$ cat src/rtl/dsadc_pkg.sv
package dsadc_pkg;
    typedef enum logic [1:0] {
        PH_AZ    = 2'd0,
        PH_INT   = 2'd1,
        PH_DEINT = 2'd2
    } phase_e;
endpackage

$ cat src/rtl/dsadc_bcd_counter.sv
module dsadc_bcd_counter #(
    parameter int NDIG = 5
) (
    input  logic            clk,
    input  logic            rst,
    input  logic            clr,
    input  logic            inc,
    output logic [NDIG*4-1:0] count
);
    localparam int W = NDIG * 4;

    logic [W-1:0]  cnt_d, cnt_q;
    logic [NDIG:0] carry;

    assign carry[0] = inc;

    for (genvar g = 0; g < NDIG; g++) begin : g_digit
        logic at_nine;
        assign at_nine      = (cnt_q[g*4 +: 4] == 4'd9);
        assign carry[g+1]   = carry[g] & at_nine;
        assign cnt_d[g*4 +: 4] = clr      ? 4'd0 :
                                 carry[g] ? (at_nine ? 4'd0 : cnt_q[g*4 +: 4] + 4'd1) :
                                            cnt_q[g*4 +: 4];
    end

    always_ff @(posedge clk) begin
        if (rst) cnt_q <= '0;
        else     cnt_q <= cnt_d;
    end

    assign count = cnt_q;

    // every digit stays a legal decimal value
    for (genvar g = 0; g < NDIG; g++) begin : g_chk
        assert_digit_legal_R4: assert property (@(posedge clk) disable iff (rst)
            cnt_q[g*4 +: 4] <= 4'd9);
    end
endmodule

$ cat src/rtl/dsadc_phase_ctl.sv
module dsadc_phase_ctl
    import dsadc_pkg::*;
#(
    parameter int AZ_LEN    = 10001,
    parameter int INT_LEN   = 10000,
    parameter int DEINT_MAX = 20001
) (
    input  logic   clk,
    input  logic   rst,
    input  logic   run_en,
    input  logic   zero_cross,
    output phase_e phase,
    output logic   int_last,
    output logic   deint_end,
    output logic   deint_ovr
);
    localparam int CYCLE = AZ_LEN + INT_LEN + DEINT_MAX;
    localparam int CW    = $clog2(CYCLE + 1);
    localparam logic [CW-1:0] CYC_LAST = CW'(CYCLE - 1);
    localparam logic [CW-1:0] INT_END  = CW'(INT_LEN - 1);
    localparam logic [CW-1:0] DE_END   = CW'(INT_LEN + DEINT_MAX - 1);
    localparam logic [CW-1:0] AZ_START = CW'(INT_LEN + DEINT_MAX);

    typedef struct packed {
        phase_e          ph;
        logic [CW-1:0]   cyc;
    } seq_t;

    seq_t s_d, s_q;

    always_comb begin
        s_d       = s_q;
        int_last  = 1'b0;
        deint_end = 1'b0;
        deint_ovr = 1'b0;
        unique case (s_q.ph)
            PH_AZ: begin
                if (s_q.cyc == CYC_LAST) begin
                    if (run_en) begin
                        s_d.cyc = '0;
                        s_d.ph  = PH_INT;
                    end
                end else begin
                    s_d.cyc = s_q.cyc + 1'b1;
                end
            end
            PH_INT: begin
                s_d.cyc = s_q.cyc + 1'b1;
                if (s_q.cyc == INT_END) begin
                    s_d.ph   = PH_DEINT;
                    int_last = 1'b1;
                end
            end
            PH_DEINT: begin
                s_d.cyc = s_q.cyc + 1'b1;
                if (s_q.cyc == DE_END) begin
                    deint_end = 1'b1;
                    deint_ovr = 1'b1;
                    s_d.ph    = PH_AZ;
                end else if (zero_cross) begin
                    deint_end = 1'b1;
                    s_d.ph    = PH_AZ;
                end
            end
            default: begin
                s_d.ph  = PH_AZ;
                s_d.cyc = AZ_START;
            end
        endcase
    end

    always_ff @(posedge clk) begin
        if (rst) s_q <= '{ph: PH_AZ, cyc: AZ_START};
        else     s_q <= s_d;
    end

    assign phase = s_q.ph;

    assert_int_exit_R3: assert property (@(posedge clk) disable iff (rst)
        (s_q.ph == PH_INT) |=> (s_q.ph == PH_INT || s_q.ph == PH_DEINT));

    assert_run_start_R10: assert property (@(posedge clk) disable iff (rst)
        (s_q.ph == PH_AZ && s_q.cyc == CYC_LAST && run_en) |=> (s_q.ph == PH_INT));

    assert_hold_stays_R10: assert property (@(posedge clk) disable iff (rst)
        (s_q.ph == PH_AZ && s_q.cyc == CYC_LAST && !run_en) |=> (s_q.ph == PH_AZ));

    assert_deint_bound_R5: assert property (@(posedge clk) disable iff (rst)
        (s_q.ph == PH_DEINT) |-> (s_q.cyc <= DE_END));
endmodule

$ cat src/rtl/dsadc_result_reg.sv
module dsadc_result_reg #(
    parameter int NDIG      = 5,
    parameter int UNDER_POS = 3
) (
    input  logic              clk,
    input  logic              rst,
    input  logic              pol_in,
    input  logic              pol_take,
    input  logic              load,
    input  logic              ovr,
    input  logic [NDIG*4-1:0] count,
    output logic [NDIG*4-1:0] result_bcd,
    output logic              result_neg,
    output logic              over_range,
    output logic              under_range
);
    localparam int W = NDIG * 4;

    typedef struct packed {
        logic         pol;
        logic [W-1:0] bcd;
        logic         neg;
        logic         ovr;
        logic         und;
    } res_t;

    res_t r_d, r_q;

    always_comb begin
        r_d = r_q;
        if (pol_take) r_d.pol = pol_in;
        if (load) begin
            r_d.neg = r_q.pol;
            r_d.ovr = ovr;
            r_d.bcd = ovr ? '0 : count;
            r_d.und = !ovr && (count[W-1:UNDER_POS*4] == '0);
        end
    end

    always_ff @(posedge clk) begin
        if (rst) r_q <= '0;
        else     r_q <= r_d;
    end

    assign result_bcd  = r_q.bcd;
    assign result_neg  = r_q.neg;
    assign over_range  = r_q.ovr;
    assign under_range = r_q.und;

    assert_under_digits_R6: assert property (@(posedge clk) disable iff (rst)
        r_q.und |-> (r_q.bcd[W-1:UNDER_POS*4] == '0));

    assert_flags_exclusive_R5: assert property (@(posedge clk) disable iff (rst)
        !(r_q.und && r_q.ovr));
endmodule

$ cat src/rtl/dual_slope_seq.sv
module dual_slope_seq
    import dsadc_pkg::*;
#(
    parameter int AZ_LEN    = 10001,
    parameter int INT_LEN   = 10000,
    parameter int DEINT_MAX = 20001,
    parameter int NDIG      = 5,
    parameter int UNDER_POS = 3
) (
    input  logic              clk,
    input  logic              rst,
    input  logic              run_en,
    input  logic              zero_cross,
    input  logic              polarity_in,
    output logic              az_sw,
    output logic              int_sw,
    output logic              deint_sw,
    output logic              busy,
    output logic [NDIG*4-1:0] result_bcd,
    output logic              result_neg,
    output logic              over_range,
    output logic              under_range
);
    localparam int W = NDIG * 4;

    phase_e       phase;
    logic         int_last;
    logic         deint_end;
    logic         deint_ovr;
    logic [W-1:0] count;

    dsadc_phase_ctl #(
        .AZ_LEN    (AZ_LEN),
        .INT_LEN   (INT_LEN),
        .DEINT_MAX (DEINT_MAX)
    ) u_ctl (
        .clk        (clk),
        .rst        (rst),
        .run_en     (run_en),
        .zero_cross (zero_cross),
        .phase      (phase),
        .int_last   (int_last),
        .deint_end  (deint_end),
        .deint_ovr  (deint_ovr)
    );

    dsadc_bcd_counter #(
        .NDIG (NDIG)
    ) u_cnt (
        .clk   (clk),
        .rst   (rst),
        .clr   (int_last),
        .inc   (phase == PH_DEINT),
        .count (count)
    );

    dsadc_result_reg #(
        .NDIG      (NDIG),
        .UNDER_POS (UNDER_POS)
    ) u_res (
        .clk         (clk),
        .rst         (rst),
        .pol_in      (polarity_in),
        .pol_take    (int_last),
        .load        (deint_end),
        .ovr         (deint_ovr),
        .count       (count),
        .result_bcd  (result_bcd),
        .result_neg  (result_neg),
        .over_range  (over_range),
        .under_range (under_range)
    );

    assign az_sw    = (phase == PH_AZ);
    assign int_sw   = (phase == PH_INT);
    assign deint_sw = (phase == PH_DEINT);
    assign busy     = !az_sw;

    assert_one_switch_R2: assert property (@(posedge clk) disable iff (rst)
        $onehot({az_sw, int_sw, deint_sw}));

    assert_busy_starts_int_R3: assert property (@(posedge clk) disable iff (rst)
        $rose(busy) |-> int_sw);

    assert_result_moves_at_end_R9: assert property (@(posedge clk) disable iff (rst)
        !$stable({result_bcd, result_neg, over_range, under_range}) |-> $fell(busy));

    assert_over_zero_R5: assert property (@(posedge clk) disable iff (rst)
        over_range |-> (result_bcd == '0));

    assert_msd_small_R11: assert property (@(posedge clk) disable iff (rst)
        result_bcd[W-1:W-4] <= 4'd1);
endmodule

$ cat config.mk
export PLATFORM = sky130hd
export DESIGN_NAME = dual_slope_seq
export DESIGN_NICKNAME = d
export VERILOG_FILES = /design/src/rtl/dsadc_pkg.sv /design/src/rtl/dsadc_bcd_counter.sv /design/src/rtl/dsadc_phase_ctl.sv /design/src/rtl/dsadc_result_reg.sv /design/src/rtl/dual_slope_seq.sv
export SDC_FILE = /design/constraint.sdc
export NUM_CORES = 1
export LEC_CHECK = 0
export BUFFER_PORTS_ARGS = -buffer_cell sky130_fd_sc_hd__buf_4
export CAP_MARGIN = 20
export CORE_AREA = 2 2 85 87
export DETAILED_ROUTE_END_ITERATION = 7
export DIE_AREA = 0 0 87 89
export SLEW_MARGIN = 10
export SYNTH_ARGS = -nofsm -noshare
export SYNTH_HDL_FRONTEND = slang
export SYNTH_SLANG_ARGS = --single-unit
$ cat constraint.sdc
create_clock -name clk -period 3.58 [get_ports clk]
set_clock_uncertainty 0.05 [all_clocks]
set_input_delay 0 -clock clk [delete_from_list [all_inputs] [get_ports clk]]
set_output_delay 0 -clock clk [all_outputs]
set_load 0.05 [all_outputs]
; ---- Word level (Yosys, flattened, before mapping)
; Cells that the tools add are included.
[totals]
reg_bits = 62
latch_bits = 0
ram_bits = 0
mem_bits_ro = 0
input_bits = 5
out_inout_bits = 27
wordCells = 64
n_memories = 0
[op_classes]
n_addsub = 6
mul = 0
n_div = 0
order_cmp = 0
eq_ne = 15
shifts = 0
muxes = 20
n_bitwise = 4
n_reduce_logical = 7
[ops]
columns = op, n
row1 = case mux 18 bit (3 select lines), 1
row2 = "adder 4 x 1 -> 4 bit, second input constant", 5
row3 = "equality test 4 bit, second input constant", 5
row4 = 2-to-1 mux 20 bit, 1
row5 = 2-to-1 mux 4 bit, 5
row6 = 2-to-1 mux 18 bit, 1
row7 = "adder 16 x 1 -> 16 bit, second input constant", 1
row8 = "equality test 16 x 14 -> 1 bit, second input constant", 1
row9 = "equality test 16 x 15 -> 1 bit, second input constant", 1
row10 = "equality test 16 bit, second input constant", 1
row11 = 2-to-1 mux 16 bit, 1
row12 = logical NOT 8 bit, 1
row13 = 2-to-1 mux 2 bit, 4
row14 = 2-to-1 mux 1 bit, 7
row15 = bitwise AND 1 bit, 4
row16 = "!= test 2 x 1 -> 1 bit, second input constant", 2
row17 = AND reduction 4 bit, 1
row18 = "!= test 3 x 2 -> 1 bit, second input constant", 1
row19 = "!= test 3 bit, second input constant", 1
row20 = "equality test 2 x 1 -> 1 bit, second input constant", 1
row21 = "equality test 2 bit, second input constant", 1
row22 = logical NOT 1 bit, 2
row23 = logical NOT 2 bit, 1
row24 = "!= test 2 bit, second input constant", 1
row25 = 2 further kinds, 2

; ---- Logic depth before layout (Yosys ltp)
; Gate-level depths: netlist of run 1.
[depth]
depth_word = 5
ltp_mapped = 7
mapped_depth_nobuf = 6

; ---- Modules after synthesis
; From an unflattened synthesis of run 1, not the netlist that was laid out.
[unflattened]
hier_cells = 370
area_unflattened_um2 = 3138.0
[modules_own_cells]
columns = module, n_inst, cells_per_inst, area_each_um2, seq_area_each_um2
row1 = dsadc_result_reg, 1, 124, 1063.5, 480.5
row2 = dsadc_bcd_counter, 1, 122, 1046.0, 400.4
row3 = dsadc_phase_ctl, 1, 120, 1003.5, 360.3
row4 = dual_slope_seq, 1, 4, 25.0, 0.0

; ---- Worst setup path after synthesis of run 1
; Ideal clock, no wire load.
[synth_timing]
kind = register to register
from = register u_ctl.s_q (netlist bit u_ctl.phase[1])
to = register u_res.r_q (netlist bit u_res.result_bcd[0])
setup_ps = 60
t_arrival_ps = 2051
slack_ps = 1419
stages_incl_launch_ff = 8
n_path_buf = 3
period_less_slack_ps = 2161
cell_sequence = dfxtp_1 -> buf_2 -> nor2b_1 -> clkbuf_1 -> nand2_1 -> nor3_1 -> clkbuf_1 -> a22o_1
[synth_between]
elab_chain_len = 3
elab_cells_between_ends = 4
classes_between = 1 x eq/ne / 3 x mux
[synth_lines]
columns = element, line_no
row1 = start: declaration, dsadc_phase_ctl.sv:29  ; seq_t s_d, s_q;
row2 = start signal: assignment, dsadc_phase_ctl.sv:73  ; if (rst) s_q <= '{ph: PH_AZ, cyc: AZ_START};
row3 = equality test 2 bit *, n/a
row4 = named net deint_sw, dual_slope_seq.sv:17  ; output logic deint_sw,
row5 = 2-to-1 mux 1 bit, dsadc_phase_ctl.sv:36  ; unique case (s_q.ph)
row6 = 2-to-1 mux 20 bit, dsadc_result_reg.sv:35  ; r_d.bcd = ovr ? '0 : count;
row7 = end signal: assignment, dsadc_result_reg.sv:42  ; else r_q <= r_d;
row8 = end: declaration, dsadc_result_reg.sv:27  ; res_t r_d, r_q;
; The timed path passes the listed nets; every way through them passes the cells marked *.
; A chain may end at the register's enable or synchronous reset.

; ---- Final worst setup path of run 1
[layout_timing]
from = register u_ctl.s_q[4] in the netlist's numbering
to = register u_ctl.s_q (netlist bit u_ctl.phase[0])
[layout_between]
elab_chain_len = 3
elab_cells_between_ends = 9
classes_between = 6 x eq/ne / 2 x mux / 1 x reduce/logical
[layout_lines]
columns = element, line_no
row1 = equality test 16 x 15 -> 1 bit (tied with other cells), dsadc_phase_ctl.sv:56  ; if (s_q.cyc == DE_END) begin
row2 = != test 3 x 2 -> 1 bit (no source line) (tied with other cells), n/a
row3 = AND reduction 4 bit (no source line) / case mux 18 bit (3 select lines) (equally long branches), n/a
; Parallel ways exist; a longest one is shown, timed or not.

==> run_results.csv, run 1 <==
group,metric,value,unit
finish,antenna_cells,0,
drt,drcViolationCount,0,
finish,final_nets,350,
drt,wl_per_cell,13.9,um
cts,cts.clk_slew.worst_paths,70,ps
timing,max_freq,425,MHz
timing,setup_tns,0,ps
global_route,grt_pass1_wl,9960,um
global_route,overflow,0,
drt,initialDrtViolationCount,108,
drt,vias_per_cell,5.48,
critical_path,path_max_fanout,6,
pwr,ir_worst_vdd,0.197,mV
critical_path,path_buf_inv,1,
placement,post-dp-hpwl,4110,um
synth,synth-edff-count,0,
pwr,seqPwrFrac,48.9,%
timing,maxSlewHeadroom,59.7,%
synth,yosys-top-cells-area,"dfxtp_1, a22o_1, buf_4",
critical_path,end_kind,"flop",
critical_path,cp.required,3760,ps
drt,routed_wl,5940,um
critical_path,cp.arrival,2540,ps
critical_path,reg2reg_from,"u_ctl.s_q[4]",
timing,min_period_over_period,65.8,%
timing,worstMarginPinSlew,599,ps
critical_path,cp_cell_sequence,"or4b_1 -> or3_1 -> nor3_1 -> nor4_1 -> dlygate4sd3_1",
drt,antenna_left,0,
die,rows,30,
critical_path,reg2reg_to,"u_ctl.phase[0]",
pwr,power.switching,0.313,mW
critical_path,cp_num_cells,5,
drt,num_vias,2341,
pwr,p_int,1.12,mW
critical_path,crit_slowest_cell,"or4b_1",
synth,ys_ff_latch,62,
pwr,power_density,425,nW/um2
synth,synth_nets,336,
critical_path,path_delay_family,"simple AND/OR/NAND/NOR gates",
cts,cts_tree,"done",
critical_path,worst-r2r-cell-count,5,
global_route,first_global_vias,2126,
worst_hold_path,hold_end,"u_res.over_range",
timing,hold_viol,0,
synth,synth.avg_cell_area,9.02,um2
worst_hold_path,hold_class,"in -> reg",
pwr,swShare,21.8,%
timing,setup_viol,0,
cts,cts_max_level,3,
critical_path,slowest_delay,570,ps
cts,ctsLongestPathBuffers,2,
cts,cts_buffers,9,
die,pin_count,32,
synth,synth_cell_type_count,47,
global_route,grt_max_degree,22,
die,die_y,89,um
synth,syn_area,2960,um2
synth,netlist_instances,328,
finish,finalNonFillerCells,427,
flow_run,maxCapViolCount,0,
placement,gp_congestion,0.871,
synth,async_reset_ff_share,0,%
die,fp.dieArea,7740,um2
synth,synth_top_area_share,41.9,%
finish,mostFrequentLayoutCells,"dfxtp_1, buf_4, nand2_1",
die,die_w,87,um
finish,mostFrequentLayoutCell,"dfxtp_1",
cts,cts_setup_buffers,0,
worst_hold_path,holdPathStages,3,
finish,layout-drive-gt1-share,17.3,%
global_route,grt_use_total,16.4,%
cts,clock-sinks,62,
cts,clock_latency,340,ps
synth,ys_seq_area_share,41.9,%
timing,drv_slew,0,
synth,synth_top_area_cell,"dfxtp_1",
cts,holdBufCountCts,5,
critical_path,start_kind,"flop",
placement,placed_cells,406,
drt,firstDrtPassIters,4,
outcome,status,"finished clean",
critical_path,critPathKind,"reg -> reg",
placement,io_buffers,31,
global_route,antenna_found_initial,0,
die,core,6720,um2
pwr,combPwrFrac,3.2,%
finish,fill_cells,649,
pwr,clkPwrFrac,47.9,%
timing,min_period,2360,ps
synth,ys.flop_type,"dfxtp_1",
synth,yosys_warnings,0,
die,start_util,44.0,%
worst_hold_path,hold_start,"rst",
critical_path,r2r_slack,1220,ps
cts,cts_root_buf,"clkbuf_8",
finish,area_growth,14.0,%
timing,rsz0062_at_grt,"false",
pwr,power_leakage,1.25,nW
cts,post_cts_resize_count,0,
==> layout make-up <==
cell class                      instances  area (um2)  area share, %
Multi-Input combinational cell        217        1450           43.1
Sequential cell                        62        1240           36.8
Timing Repair Buffer                   39         305           9.05
Clock buffer                           10         138           4.08
Tap cell                               80         100           2.97
Clock inverter                          6        85.1           2.52
Inverter                               13        48.8           1.45
==> stage by stage <==
stage | power [mW] | util (%) | instance area (um2) | worst slack, ps | hold WS, ps
global route | 1.49 | 50.2 | 3370 | 1130 | 394
global placement | 0.759 | 46.1 | 3100 | 1390 | 184
floorplan | 0.744 | - | 2960 | 1420 | 22.4
detailed placement | 0.760 | 46.1 | 3100 | 1310 | 190
CTS | 1.45 | 50.2 | 3370 | 1240 | 369
finish | 1.43 | 50.2 | 3370 | 1220 | 387
==> synth_stat cells, drive strengths merged (3+ instances only) <==
library cell and n:
nor2 12, or4b 3, nand4 8, nor4 13, o21ai 16, a22o 20, clkbuf 12, nand2 23
a31oi 5, and3b 3, mux2i 3, buf 24, nor2b 8, xnor2 11, or4 5, inv 13
nor3b 3, a21oi 17, dfxtp 62, or3 7, nand3 11, ha 3, xor2 5, nor3 15
nand4b 3
==> worst max-delay path by stage <==
stage                   start                   to
6_report         u_ctl.s_q[4]       u_ctl.phase[0]
3_3_place_gp   u_ctl.phase[1]      u_cnt.count[19]
4_1_cts          u_ctl.s_q[4]       u_ctl.phase[0]
5_1_grt        u_ctl.phase[1]      u_cnt.count[17]
2_1_floorplan  u_ctl.phase[1]  u_res.result_bcd[0]
3_5_place_dp   u_ctl.phase[1]      u_cnt.count[19]
==> cell families (layout without fill, tap and decap cells) <==
logic type	count (synthesis)	count (layout)	share of synthesized area, %
compound gates	68	68	15.9
xor+xnor	16	16	4.74
fa+ha+maj	3	3	1.27
buf+inv	49	68	9.09
flops	62	62	41.9
mux	3	3	1.01
simple gates	127	127	26.1
==> power groups by stage <==
stage	Combinational, mW	Sequential (mW)	Clock [mW]
after global routing	0.0521	0.701	0.737
final	0.0464	0.701	0.687
after floorplan	0.0299	0.714	0
after CTS	0.0470	0.700	0.701
after global placement	0.0434	0.716	0
after detailed placement	0.0437	0.716	0
==> per-layer routing <==
metal	vias up	GRT usage (%)	wire length, um
met5	-	0	0
met4	0	6.39	88
met3	8	4.71	191
met2	43	27.3	2810
met1	1080	20.1	2850
li1	1210	-	-
==> sequential cells by signal (all words and copies together), names as in the netlist <==
register and cells:
u_res.over_range 1, u_res.result_neg 1, u_res.r_q 1, u_ctl.s_q 16, u_res.result_bcd 20, u_ctl.phase 2
u_res.under_range 1, u_cnt.count 20
==> tightest hold or removal path: cells and delay by family <==
kind | cells | cell delay, ps
buffers and inverters | 2 | 670
AND/OR/NAND/NOR | 1 | 50
Note: power is estimated with default switching activity, not from simulation.
==> run 2: changes to the inputs <==
Clock period 3.58 ns to 2.44 ns, I/O delays scaled along.
==> run 2 against run 1 <==
  * Sequential share of layout area down 0.11 points
  * Die area unchanged
  * Critical path depth unchanged
  * Sequential cell count unchanged
  * Hold slack worse by 350 ps
  * Global-route usage up 0.69 points
  * Utilization up 0.15 points
  * Cell count up 1.2%
  * Wire length up 3.2%
  * Clock power up 32%
  * Worst setup slack worse by 1100 ps
  * Sequential power up 47%
==> run_results.csv, run 2 (same netlist as run 1, synthesis figures left out) <==
group,metric,value,unit
outcome,status,"finished clean",
critical_path,crit_start,"u_ctl.s_q[6]",
die,core,6720,um2
timing,setup_viol,0,
critical_path,worst-r2r-cell-count,5,
critical_path,path_max_fanout,7,
timing,rsz0062_at_grt,"false",
global_route,first_global_vias,2250,
finish,fin_util,50.3,%
critical_path,start_kind,"flop",
timing,fin_hold_ws,40.7,ps
timing,hold_viol,0,
critical_path,reg2reg_from,"u_ctl.s_q[6]",
placement,io_buffers,31,
worst_hold_path,hold_class,"in -> reg",
finish,antenna_cells,0,
drt,drcViolationCount,0,
drt,initialDrtViolationCount,115,
drt,routed_wl,6130,um
global_route,overflow,0,
timing,min_period,2280,ps
critical_path,cp.required,2680,ps
die,fp.dieArea,7740,um2
die,die_w,87,um
timing,drv_slew,0,
finish,final_nets,355,
finish,area_growth,14.3,%
critical_path,critPathKind,"reg -> reg",
critical_path,crit_path_end,"u_res.over_range",
cts,cts_root_buf,"clkbuf_8",
cts,cts_buffers,9,
timing,setup_tns,0,ps
critical_path,end_kind,"flop",
die,die_y,89,um
global_route,antenna_found_initial,0,
drt,num_vias,2447,
timing,worstMarginPinSlew,642,ps
finish,regArea,1240,um2
cts,cts_tree,"done",
timing,max_freq,439,MHz
drt,vias_per_cell,5.66,
drt,wl_per_cell,14.2,um
pwr,power_density,592,nW/um2
die,start_util,44.0,%
global_route,grt_max_degree,22,
critical_path,reg2reg_to,"u_res.over_range",
finish,mostFrequentLayoutCells,"dfxtp_1, buf_4, nand2_1",
finish,mostFrequentLayoutCell,"dfxtp_1",
drt,firstDrtPassIters,4,
placement,post-dp-hpwl,4240,um
drt,wl_met1,2790,um
finish,fill_cells,663,
flow_run,maxCapViolCount,0,
critical_path,r2r_slack,160,ps
cts,cts_max_level,3,
drt,antenna_left,0,
die,pin_count,32,
timing,maxSlewHeadroom,57.2,%
cts,clock_latency,350,ps
pwr,ir_worst_vdd,0.371,mV
placement,gp_congestion,0.878,
finish,layout-drive-gt1-share,18.8,%
global_route,grt_pass1_wl,10300,um
cts,clock-sinks,62,
cts,ctsLongestPathBuffers,2,
global_route,grt_use_total,17.1,%
drt,wl_met3,233,um
cts,cts.clk_slew.worst_paths,70,ps
pwr,power_leakage,1.27,nW
cts,post_cts_resize_count,0,
critical_path,cp.arrival,2520,ps
drt,topRoutingLayerUsed,"met4",
finish,multi_input_area,1450,um2
pwr,power,2.00,mW
drt,wl_met2,2920,um
die,rows,30,
timing,min_period_over_period,93.5,%
-- run 2: changes by cell type in the layout (fill, tap and decap cells not counted), sizes merged --
| cell | delta |
|---|---|
| bufinv | -1 |
| inv | +1 |
| dlygate4sd3 | -1 |
| clkbuf | -1 |
| buf | +6 |
| clkinvlp | -1 |
| clkinv | +2 |
-- run 2: timing repair --
| item | in CTS | in global routing |
|---|---|---|
| setup buffers | 0 | 0 |
| hold endpoints to repair | 8 | 0 |
| hold buffers | 4 | 0 |
-- run 2: how the worst min path moves through the flow --
| stage | startpoint | to | slack, ps | cells past startpoint |
|---|---|---|---|---|
| 6_report | zero_cross | u_res.result_neg | 40 | 5 |
| 4_1_cts | zero_cross | u_res.result_neg | 40 | 5 |
| 3_5_place_dp | rst | u_res.over_range | 190 | 2 |
| 2_1_floorplan | rst | u_res.over_range | 20 | 1 |
| 5_1_grt | zero_cross | u_res.result_neg | 70 | 5 |
| 3_3_place_gp | rst | u_res.over_range | 190 | 2 |
-- run 2: cell type report --
class / instances / share of cell area [%]
multi-input cells: 217 / 43.0
inverters: 13 / 1.44
flip-flops and latches: 62 / 36.7
clock inverters: 7 / 2.18
well taps: 80 / 2.96
repair buffers: 44 / 10.1
clock buffers: 9 / 3.66
-- run 2: critical path: stages (launching register included) --
cell and delay (ps):
dfxtp_1 390, or4b_4 620, nor4_1 360, a22oi_1 150
nor2_1 100, dlygate4sd3_1 550
-- run 2: routing by layer --
metal	vias up	global-route usage, %
met1	1156	20.3
met4	0	9.52
met5	-	0
met3	17	4.25
met2	52	28.4
li1	1222	-
-- run 2: through the flow --
| step | instances | area, um2 | setup WS (ps) |
|---|---|---|---|
| CTS | 432 | 3380 | 188 |
| global route | 432 | 3380 | 50.8 |
| global placement | 412 | 3140 | 278 |
| finish | 432 | 3380 | 160 |
| floorplan | 328 | 2960 | 279 |
| detailed placement | 412 | 3140 | 261 |
-- run 2: power breakdown --
| group | switching [mW] | total, mW | leakage (nW) | internal (mW) |
|---|---|---|---|---|
| clock | 0.431 | 0.906 | 0.0996 | 0.474 |
| sequential | 0.00993 | 1.03 | 0.500 | 1.02 |
| combinational | 0.0408 | 0.0676 | 0.668 | 0.0268 |
